`src/rtl/rxbuf_pkg.sv`:
```
// Package: shared types for the receive character buffer.
// Assumes: data width is a module parameter, so only the flag pair is typed here.
package rxbuf_pkg;

    // Error indications stored alongside every character
    typedef struct packed {
        logic frm;
        logic par;
    } rx_flags_t;

endpackage

```
`src/rtl/rxbuf_ctrl.sv`:
```
// Module: rxbuf_ctrl
// Keeps occupancy, write and read pointers, and the sticky overrun flag.
// Decides each cycle whether a push and/or a pop is accepted.
// Assumes: DEPTH >= 2. Disabling the receiver acts like a synchronous clear.
module rxbuf_ctrl #(
    parameter int DEPTH = 2,
    localparam int PTR_W = (DEPTH > 1) ? $clog2(DEPTH) : 1,
    localparam int CNT_W = $clog2(DEPTH + 1)
) (
    input  logic             clk,
    input  logic             rst_n,
    input  logic             rx_en,
    input  logic             push_vld,
    input  logic             rd_stb,
    output logic             wr_en,
    output logic [PTR_W-1:0] wr_ptr,
    output logic [PTR_W-1:0] rd_ptr,
    output logic             pop_en,
    output logic             not_empty,
    output logic             overrun
);

    localparam logic [CNT_W-1:0] FULL_CNT = CNT_W'(DEPTH);
    localparam logic [PTR_W-1:0] LAST_PTR = PTR_W'(DEPTH - 1);

    logic [CNT_W-1:0] cnt_q;
    logic             room;
    logic             drop;

    // Accept decisions: pop needs data, push needs room (a same-cycle pop frees one slot)
    always_comb begin
        pop_en    = rx_en && rd_stb && (cnt_q != '0);
        room      = (cnt_q != FULL_CNT) || pop_en;
        wr_en     = rx_en && push_vld && room;
        drop      = rx_en && push_vld && !room;
        not_empty = (cnt_q != '0);
    end

    // Occupancy and pointer update, cleared by reset or receiver disable
    always_ff @(posedge clk) begin
        if (!rst_n || !rx_en) begin
            cnt_q  <= '0;
            wr_ptr <= '0;
            rd_ptr <= '0;
        end else begin
            cnt_q <= cnt_q + CNT_W'(wr_en) - CNT_W'(pop_en);
            if (wr_en)
                wr_ptr <= (wr_ptr == LAST_PTR) ? '0 : wr_ptr + 1'b1;
            if (pop_en)
                rd_ptr <= (rd_ptr == LAST_PTR) ? '0 : rd_ptr + 1'b1;
        end
    end

    // Sticky overrun: set on a dropped push, cleared only by reset or disable
    always_ff @(posedge clk) begin
        if (!rst_n || !rx_en)
            overrun <= 1'b0;
        else if (drop)
            overrun <= 1'b1;
    end

endmodule

```
`src/rtl/rxbuf_store.sv`:
```
// Module: rxbuf_store
// Register array of DEPTH slots, each holding a character and its flags.
// Has one write port and one combinational read port.
// Assumes: pointers stay below DEPTH, and the controller gates wr_en.
module rxbuf_store
    import rxbuf_pkg::*;
#(
    parameter int DATA_W = 8,
    parameter int DEPTH  = 2,
    localparam int PTR_W = (DEPTH > 1) ? $clog2(DEPTH) : 1
) (
    input  logic              clk,
    input  logic              rst_n,
    input  logic              wr_en,
    input  logic [PTR_W-1:0]  wr_ptr,
    input  logic [DATA_W-1:0] wr_data,
    input  rx_flags_t         wr_flags,
    input  logic [PTR_W-1:0]  rd_ptr,
    output logic [DATA_W-1:0] head_data,
    output rx_flags_t         head_flags
);

    logic      [DEPTH-1:0][DATA_W-1:0] slot_data;
    rx_flags_t [DEPTH-1:0]             slot_flags;

    for (genvar i = 0; i < DEPTH; i++) begin : g_slot
        logic [DATA_W-1:0] d_q;
        rx_flags_t         f_q;

        // Slot write: capture character and flags when addressed
        always_ff @(posedge clk) begin
            if (!rst_n) begin
                d_q <= '0;
                f_q <= '0;
            end else if (wr_en && (wr_ptr == PTR_W'(i))) begin
                d_q <= wr_data;
                f_q <= wr_flags;
            end
        end

        assign slot_data[i]  = d_q;
        assign slot_flags[i] = f_q;
    end

    // Head read mux
    always_comb begin
        head_data  = slot_data[rd_ptr];
        head_flags = slot_flags[rd_ptr];
    end

endmodule

```
`src/rtl/rxbuf_outsel.sv`:
```
// Module: rxbuf_outsel
// Drives the reader-facing outputs. It shows the head entry while data is
// present. Otherwise it shows the last popped value with quiet flags.
// Assumes: pop_en is only high when not_empty is high.
module rxbuf_outsel
    import rxbuf_pkg::*;
#(
    parameter int DATA_W = 8
) (
    input  logic              clk,
    input  logic              rst_n,
    input  logic              pop_en,
    input  logic              not_empty,
    input  logic [DATA_W-1:0] head_data,
    input  rx_flags_t         head_flags,
    output logic [DATA_W-1:0] rd_data,
    output logic              rd_frm_err,
    output logic              rd_par_err
);

    logic [DATA_W-1:0] last_q;

    // Remember the value handed out by the most recent pop
    always_ff @(posedge clk) begin
        if (!rst_n)
            last_q <= '0;
        else if (pop_en)
            last_q <= head_data;
    end

    // Output select: live head, or held value with cleared flags
    always_comb begin
        if (not_empty) begin
            rd_data    = head_data;
            rd_frm_err = head_flags.frm;
            rd_par_err = head_flags.par;
        end else begin
            rd_data    = last_q;
            rd_frm_err = 1'b0;
            rd_par_err = 1'b0;
        end
    end

endmodule

```
`src/rtl/rx_char_fifo.sv`:
```
// Module: rx_char_fifo (top)
// Receive buffer between a deframer and a register-read interface. Characters
// are stored with their own error flags, and the head entry's flags are shown
// to the reader. Clearing rx_en flushes the buffer.
// Assumes: push and read strobes are single-cycle qualifiers on clk.
module rx_char_fifo
    import rxbuf_pkg::*;
#(
    parameter int DATA_W = 8,
    parameter int DEPTH  = 2
) (
    input  logic              clk,
    input  logic              rst_n,
    input  logic              rx_en,
    input  logic              push_vld,
    input  logic [DATA_W-1:0] push_data,
    input  logic              push_frm_err,
    input  logic              push_par_bad,
    input  logic              par_chk_en,
    input  logic              rd_stb,
    output logic [DATA_W-1:0] rd_data,
    output logic              rd_frm_err,
    output logic              rd_par_err,
    output logic              rx_ready,
    output logic              overrun
);

    localparam int PTR_W = (DEPTH > 1) ? $clog2(DEPTH) : 1;

    logic              wr_en;
    logic              pop_en;
    logic              not_empty;
    logic [PTR_W-1:0]  wr_ptr;
    logic [PTR_W-1:0]  rd_ptr;
    rx_flags_t         wr_flags;
    rx_flags_t         head_flags;
    logic [DATA_W-1:0] head_data;

    // Flags for storage: parity only counts when checking is enabled now
    always_comb begin
        wr_flags.frm = push_frm_err;
        wr_flags.par = push_par_bad && par_chk_en;
    end

    rxbuf_ctrl #(.DEPTH(DEPTH)) u_ctrl (
        .clk       (clk),
        .rst_n     (rst_n),
        .rx_en     (rx_en),
        .push_vld  (push_vld),
        .rd_stb    (rd_stb),
        .wr_en     (wr_en),
        .wr_ptr    (wr_ptr),
        .rd_ptr    (rd_ptr),
        .pop_en    (pop_en),
        .not_empty (not_empty),
        .overrun   (overrun)
    );

    rxbuf_store #(.DATA_W(DATA_W), .DEPTH(DEPTH)) u_store (
        .clk        (clk),
        .rst_n      (rst_n),
        .wr_en      (wr_en),
        .wr_ptr     (wr_ptr),
        .wr_data    (push_data),
        .wr_flags   (wr_flags),
        .rd_ptr     (rd_ptr),
        .head_data  (head_data),
        .head_flags (head_flags)
    );

    rxbuf_outsel #(.DATA_W(DATA_W)) u_out (
        .clk        (clk),
        .rst_n      (rst_n),
        .pop_en     (pop_en),
        .not_empty  (not_empty),
        .head_data  (head_data),
        .head_flags (head_flags),
        .rd_data    (rd_data),
        .rd_frm_err (rd_frm_err),
        .rd_par_err (rd_par_err)
    );

    assign rx_ready = not_empty;

endmodule

```
`config.mk`:
```
export PLATFORM = sky130hd
export DESIGN_NAME = rx_char_fifo
export DESIGN_NICKNAME = d
export VERILOG_FILES = /design/src/rtl/rxbuf_pkg.sv /design/src/rtl/rxbuf_ctrl.sv /design/src/rtl/rxbuf_store.sv /design/src/rtl/rxbuf_outsel.sv /design/src/rtl/rx_char_fifo.sv
export SDC_FILE = /design/constraint.sdc
export NUM_CORES = 1
export LEC_CHECK = 0
export BUFFER_PORTS_ARGS = -buffer_cell sky130_fd_sc_hd__buf_2
export CELL_PAD_IN_SITES_DETAIL_PLACEMENT = 1
export CELL_PAD_IN_SITES_GLOBAL_PLACEMENT = 1
export CORE_MARGIN = 2
export CORE_UTILIZATION = 42
export DETAILED_ROUTE_END_ITERATION = 7
export PLACE_DENSITY = 0.89
export REMOVE_ABC_BUFFERS = 1
export SYNTH_ARGS = -nofsm -noshare
export SYNTH_HDL_FRONTEND = slang
export SYNTH_HIERARCHICAL = 1
export SYNTH_SLANG_ARGS = --single-unit
```
`constraint.sdc`:
```
create_clock -name clk -period 2.2 [get_ports clk]
set_input_delay 0.44 -clock clk [delete_from_list [all_inputs] [get_ports clk]]
set_output_delay 0.44 -clock clk [all_outputs]
set_load 0.01 [all_outputs]
```
Word-level counts from Yosys, hierarchy flattened
Index checks and enable logic that the tools add are counted.

Register bits after elaboration: 33. Input port bits: 16. Output and inout port bits: 12. Word-level logic and storage cells: 41.

$add $sub $neg: 4. $lt $le $gt $ge: 1. Eq/ne operators: 1. Muxes and demuxes: 9. Bitwise logic cells: 1. Reduce and logical (&&, ||, !) cells: 14.

Operator list (number): 2-to-1 mux 8 bit (3); logical AND 1 bit (8); 2-to-1 mux 1 bit (4); 2-to-1 mux 2 bit (2); zero test 1 bit (3); adder 1 bit, second input constant (2); adder 2 x 1 -> 2 bit (1); logical OR 1 bit (2); less-than comparator 1 x 2 -> 1 bit, second input constant (1); inequality test 2 bit, second input constant (1); nonzero test 2 bit (1); subtractor 2 x 1 -> 2 bit (1); inverter 1 bit (1).

Logic depth before layout (Yosys ltp)
Depth after elaboration: 6. Gate-level depth with buffers: 8. Mapped depth without buffers: 8.

By module
The synthesis kept the hierarchy.

By module, submodules not included: rxbuf_store (instances 1, cells each 90, area an instance 885.8 µm², seq. area each 400.4 µm²); rxbuf_outsel (instances 1, cells each 36, area an instance 447.9 µm², seq. area each 160.2 µm²); rxbuf_ctrl (instances 1, cells each 27, area an instance 245.2 µm², seq. area each 100.1 µm²); rx_char_fifo (instances 1, cells each 1, area an instance 6.3 µm², seq. area each 0.0 µm²).

Worst setup path after synthesis
Ideal clock, no wire load.

Kind: register to register. Start: reg u_ctrl.cnt_q[1]. End: reg u_ctrl.cnt_q[1]. Setup time: 0.115 ns. Data arrival time: 1.629 ns. Required time: 2.085 ns. Slack: 0.455 ns. Stages on the path, launching flop included: 9. Path buffers: 0. Period minus slack after synthesis: 1.745 ns. Cell sequence: dfxtp_1 or2_1 and3_1 ha_1 inv_1 ha_1 xor2_1 xnor2_1 nor2_1.

Word-level cells in the longest chain between the ends: 6. Elaborated cells between the ends (all ways): 7. Those cells by class: add/sub: 2; eq/ne: 1; reduce/logical: 4.

Ends and longest elaborated chain: from (decl) (RTL line rxbuf_ctrl.sv:26) `logic [CNT_W-1:0] cnt_q;`; from (signal assigned) (RTL line rxbuf_ctrl.sv:46) `cnt_q <= cnt_q + CNT_W'(wr_en) - CNT_W'(pop_en);`; nonzero test 2 bit (*); named net rx_ready (RTL line rx_char_fifo.sv:24) `output logic rx_ready,`; logical AND 1 bit (*) (RTL line rxbuf_ctrl.sv:32) `pop_en = rx_en && rd_stb && (cnt_q != '0);`; named net pop_en (RTL line rx_char_fifo.sv:31) `logic pop_en;`; logical OR 1 bit (RTL line rxbuf_ctrl.sv:33) `room = (cnt_q != FULL_CNT) || pop_en;`; logical AND 1 bit (RTL line rxbuf_ctrl.sv:34) `wr_en = rx_en && push_vld && room;`; adder 2 x 1 -> 2 bit (RTL line rxbuf_ctrl.sv:46); subtractor 2 x 1 -> 2 bit (*) (RTL line rxbuf_ctrl.sv:46).

Mark *: on every way through the listed nets, which the timed path passes. The rest lies on a longest branch. A chain may end at the register's enable or synchronous reset.

Final worst setup path
Start: reg u_ctrl.rd_ptr. End: out rd_data[4].

Word-level cells in the longest chain between the ends: 3.

Ends and longest elaborated chain: from (decl) (RTL line rxbuf_ctrl.sv:17) `output logic [PTR_W-1:0] rd_ptr,`; from (signal assigned) (RTL line rxbuf_ctrl.sv:50) `rd_ptr <= (rd_ptr == LAST_PTR) ? '0 : rd_ptr + 1'b1;`; 2-to-1 mux 8 bit (implied by the code) (2 in series) (RTL line rxbuf_store.sv:47) `head_data = slot_data[rd_ptr];`; named net head_data[4] (RTL line rx_char_fifo.sv:37) `logic [DATA_W-1:0] head_data;`; 2-to-1 mux 8 bit (RTL line rxbuf_outsel.sv:33) `if (not_empty) begin`; to (decl) (RTL line rx_char_fifo.sv:21) `output logic [DATA_W-1:0] rd_data,`.

The timed path passes the listed nets, and every way through them passes these cells. The select of a mux whose other input is x is not followed.

==> results_dict.tcl <==
set metrics [dict create \
    grt_pass1_wl_microns 5870 \
    p_comb_share_pct 9.4 \
    finalCritPeriodShare_pct 91.3 \
    clk_latency_ns 0.28 \
    drc 0 \
    start_kind "flip-flop" \
    p_int_w 0.000911 \
    gp_congestion 0.743 \
    vias 1154 \
    grt_use_total_pct 19.0 \
    antenna_found_initial 0 \
    grt_pass1_vias 1266 \
    area_growth_pct 16.6 \
    cts_hold_buf 0 \
    pwr-share-clk_pct 38.0 \
    post_cts_resized 0 \
    instances_no_fill 233 \
    clkTransAtPathRegs_ns 0.06 \
    yosysUniqueCellTypes 22 \
    cp.required_ns 1.76 \
    arrival_ns 1.57 \
    rsz0062_at_grt "no" \
    io_buffer_count 27 \
    core_sq_um 3630 \
    status "finished clean" \
    synth_cells 154 \
    drt_iter0_markers 46 \
    setup_viol 0 \
    routedWlPerCell_microns 15.4 \
    crit_type "reg2out" \
    initial_core_util_pct 43.6 \
    overflow 0 \
    finClkSkew_ns 0.00501 \
    synth_edf_count 0 \
    ys.flop_type "dfxtp_1" \
    ys_seq_area_share_pct 41.7 \
    post_cts_buffers 0 \
    cts.sinks 33 \
    cpPeakStageDelay_ns 0.37 \
    critPathMaxFanout 11 \
    nets 203 \
    drt_first_pass_iters 4 \
    yosysTopAreaCell "dfxtp_1" \
    netSwitchingFraction_pct 22.7 \
    p_switching_w 0.000268 \
    tightest_slew_ns 0.630 \
    path_buf_inv 2 \
    ios 28 \
    synth_area_leaders "dfxtp_1 (42%), mux2i_1 (18%), mux2_4 (7.6%)" \
    netlist_area_sq_um 1590 \
    slew_violations 0 \
    via_per_inst 4.95 \
    cp-end-kind "output port" \
    syn_area_per_cell_sq_um 10.3 \
    die_h_microns 65.4 \
    hold_path.class "in2reg" \
    p_leak_nw 0.801 \
    pre_cts_ws_ns 0.358 \
    dp_hpwl_microns 2570 \
    layout-drive-gt1-share_pct 32.4 \
    dieArea_sq_um 4280 \
    setup_slack_ns 0.191 \
    cts_tree "yes" \
    synthTopCellsByCount "dfxtp_1 (33), nand2_1 (32), mux2i_1 (28)" \
    numCtsBuffers 5 \
    cts.path.max_buffers 2 \
    drv_cap 0 \
    ys_ff_latch 33 \
    finalPower_w 0.00118 \
    hold_viol 0 \
    ir_worst_vdd_mv 0.314 \
    pwr_density_cell_nw_per_um2 638 \
    setup_tns_ns 0 \
    max_freq_mhz 498 \
    critPathTopFamily "multiplexers" \
    period_minus_slack_ns 2.01 \
    cts-root-buf "clkbuf_8" \
    num_rows 22 \
    crit_chain "buf_4 -> mux2_2 -> mux2_4 -> buf_2" \
    antenna_cells 0 \
    num-fill-cells 435 \
    power_frac_seq_pct 52.5 \
    postSynth.asyncResetShare_pct 0 \
    drt_wl_total_microns 3600 \
    die_w_microns 65.4 \
    maxSlewHeadroom_pct 58.0 \
    yosysMostFrequentCell "dfxtp_1" \
    yosysTopAreaCellShare_pct 41.7 \
    cp_slowest_cell "mux2_2" \
    antenna_left 0 \
    ys_warn_count 6 \
    dpl.cell_count 226 \
    h-tree-depth 2 \
    grt_max_degree 41 \
]
==> routing by layer <==
| metal | up-vias | wire length, microns | global-route usage [%] |
|---|---|---|---|
| li1 | 576 | - | - |
| met1 | 554 | 1500 | 20.2 |
| met2 | 16 | 1940 | 33.5 |
| met5 | - | 0 | 0 |
| met3 | 8 | 68 | 5.31 |
| met4 | 0 | 90 | 10.7 |
==> power groups by stage <==
| stage | sequential (W) | combinational [W] | clock, W |
|---|---|---|---|
| floorplan | 0.000631 | 0.0000627 | 0 |
| global placement | 0.000631 | 0.000105 | 0 |
| detailed placement | 0.000632 | 0.000111 | 0 |
| CTS | 0.000619 | 0.000113 | 0.000467 |
| global route | 0.000620 | 0.000123 | 0.000491 |
| finish | 0.000619 | 0.000111 | 0.000449 |
==> layout by cell type, fill, tap and decap left out, drive strengths merged <==
cell,instances
dfxtp,33
buf,33
nand2,32
mux2i,28
mux2,18
nor2b,9
clkbuf,7
nor2,4
and2,4
and3,2
inv,2
o21ai,2
a21oi,2
xor2,2
ha,2
or2,1
nor3b,1
or3,1
xnor2,1
nand2b,1
==> final timing paths <==
check                           cells past startpoint                                     to                                  start  slack, ns
worst min register to register                      2  u_store/g_slot[0].f_q[1]$_SDFFE_PN0P_  u_store/g_slot[0].f_q[1]$_SDFFE_PN0P_       0.47
worst max-delay path                                4                             rd_data[4]             u_ctrl/rd_ptr$_SDFFE_PP0P_       0.19
worst min-delay path                                3            u_ctrl/overrun$_SDFFE_PP0P_                               push_vld       0.41
worst max register to register                      8             u_ctrl/cnt_q[1]$_SDFF_PP0_             u_ctrl/cnt_q[0]$_SDFF_PP0_       0.34
==> sequential cells by signal, indices dropped and copies added, names as in the netlist <==
signal and flops:
u_store/g_slot.f_q 4, u_ctrl/cnt_q 2, u_store/g_slot.d_q 16, u_ctrl/rd_ptr 1, u_ctrl/overrun 1, u_out/last_q 8
u_ctrl/wr_ptr 1
==> through the flow <==
step / utilization, % / hold WS, ns / area (sq um)
final: 50.9 / 0.414 / 1850
after detailed placement: 48.5 / 0.454 / 1760
after global placement: 48.5 / 0.439 / 1760
after CTS: 50.9 / 0.412 / 1850
after floorplan: - / 0.431 / 1520
after global routing: 50.9 / 0.426 / 1850
==> layout make-up <==
class,instances,area (sq um),share of cell area [%]
sequential,33,661,35.7
multi-input combinational,110,853,46.2
tap,48,60.1,3.25
inverter,2,7.51,0.406
timing repair buffer,33,180,9.75
clock buffer,7,86.3,4.67
==> worst register-to-register path, stage by stage, from the launching register on <==
cell and delay [ns]:
dfxtp_1 0.35, or2_1 0.26, and3_1 0.22, ha_1 0.29
inv_1 0.06, ha_1 0.15, xor2_1 0.19, xnor2_1 0.16
nor2_1 0.06
==> kinds of logic (layout without fill, tap and decap cells) <==
kind of cell / after synthesis / in the layout / synth area share [%]
compound gates: 4 / 4 / 1.26
xor+xnor: 3 / 3 / 1.66
fa+ha+maj: 2 / 2 / 1.58
buf+inv: 11 / 42 / 4.50
flops: 33 / 33 / 41.7
mux: 46 / 46 / 32.4
simple gates: 55 / 55 / 17.0
No activity file was read; power rests on OpenSTA's default activity.
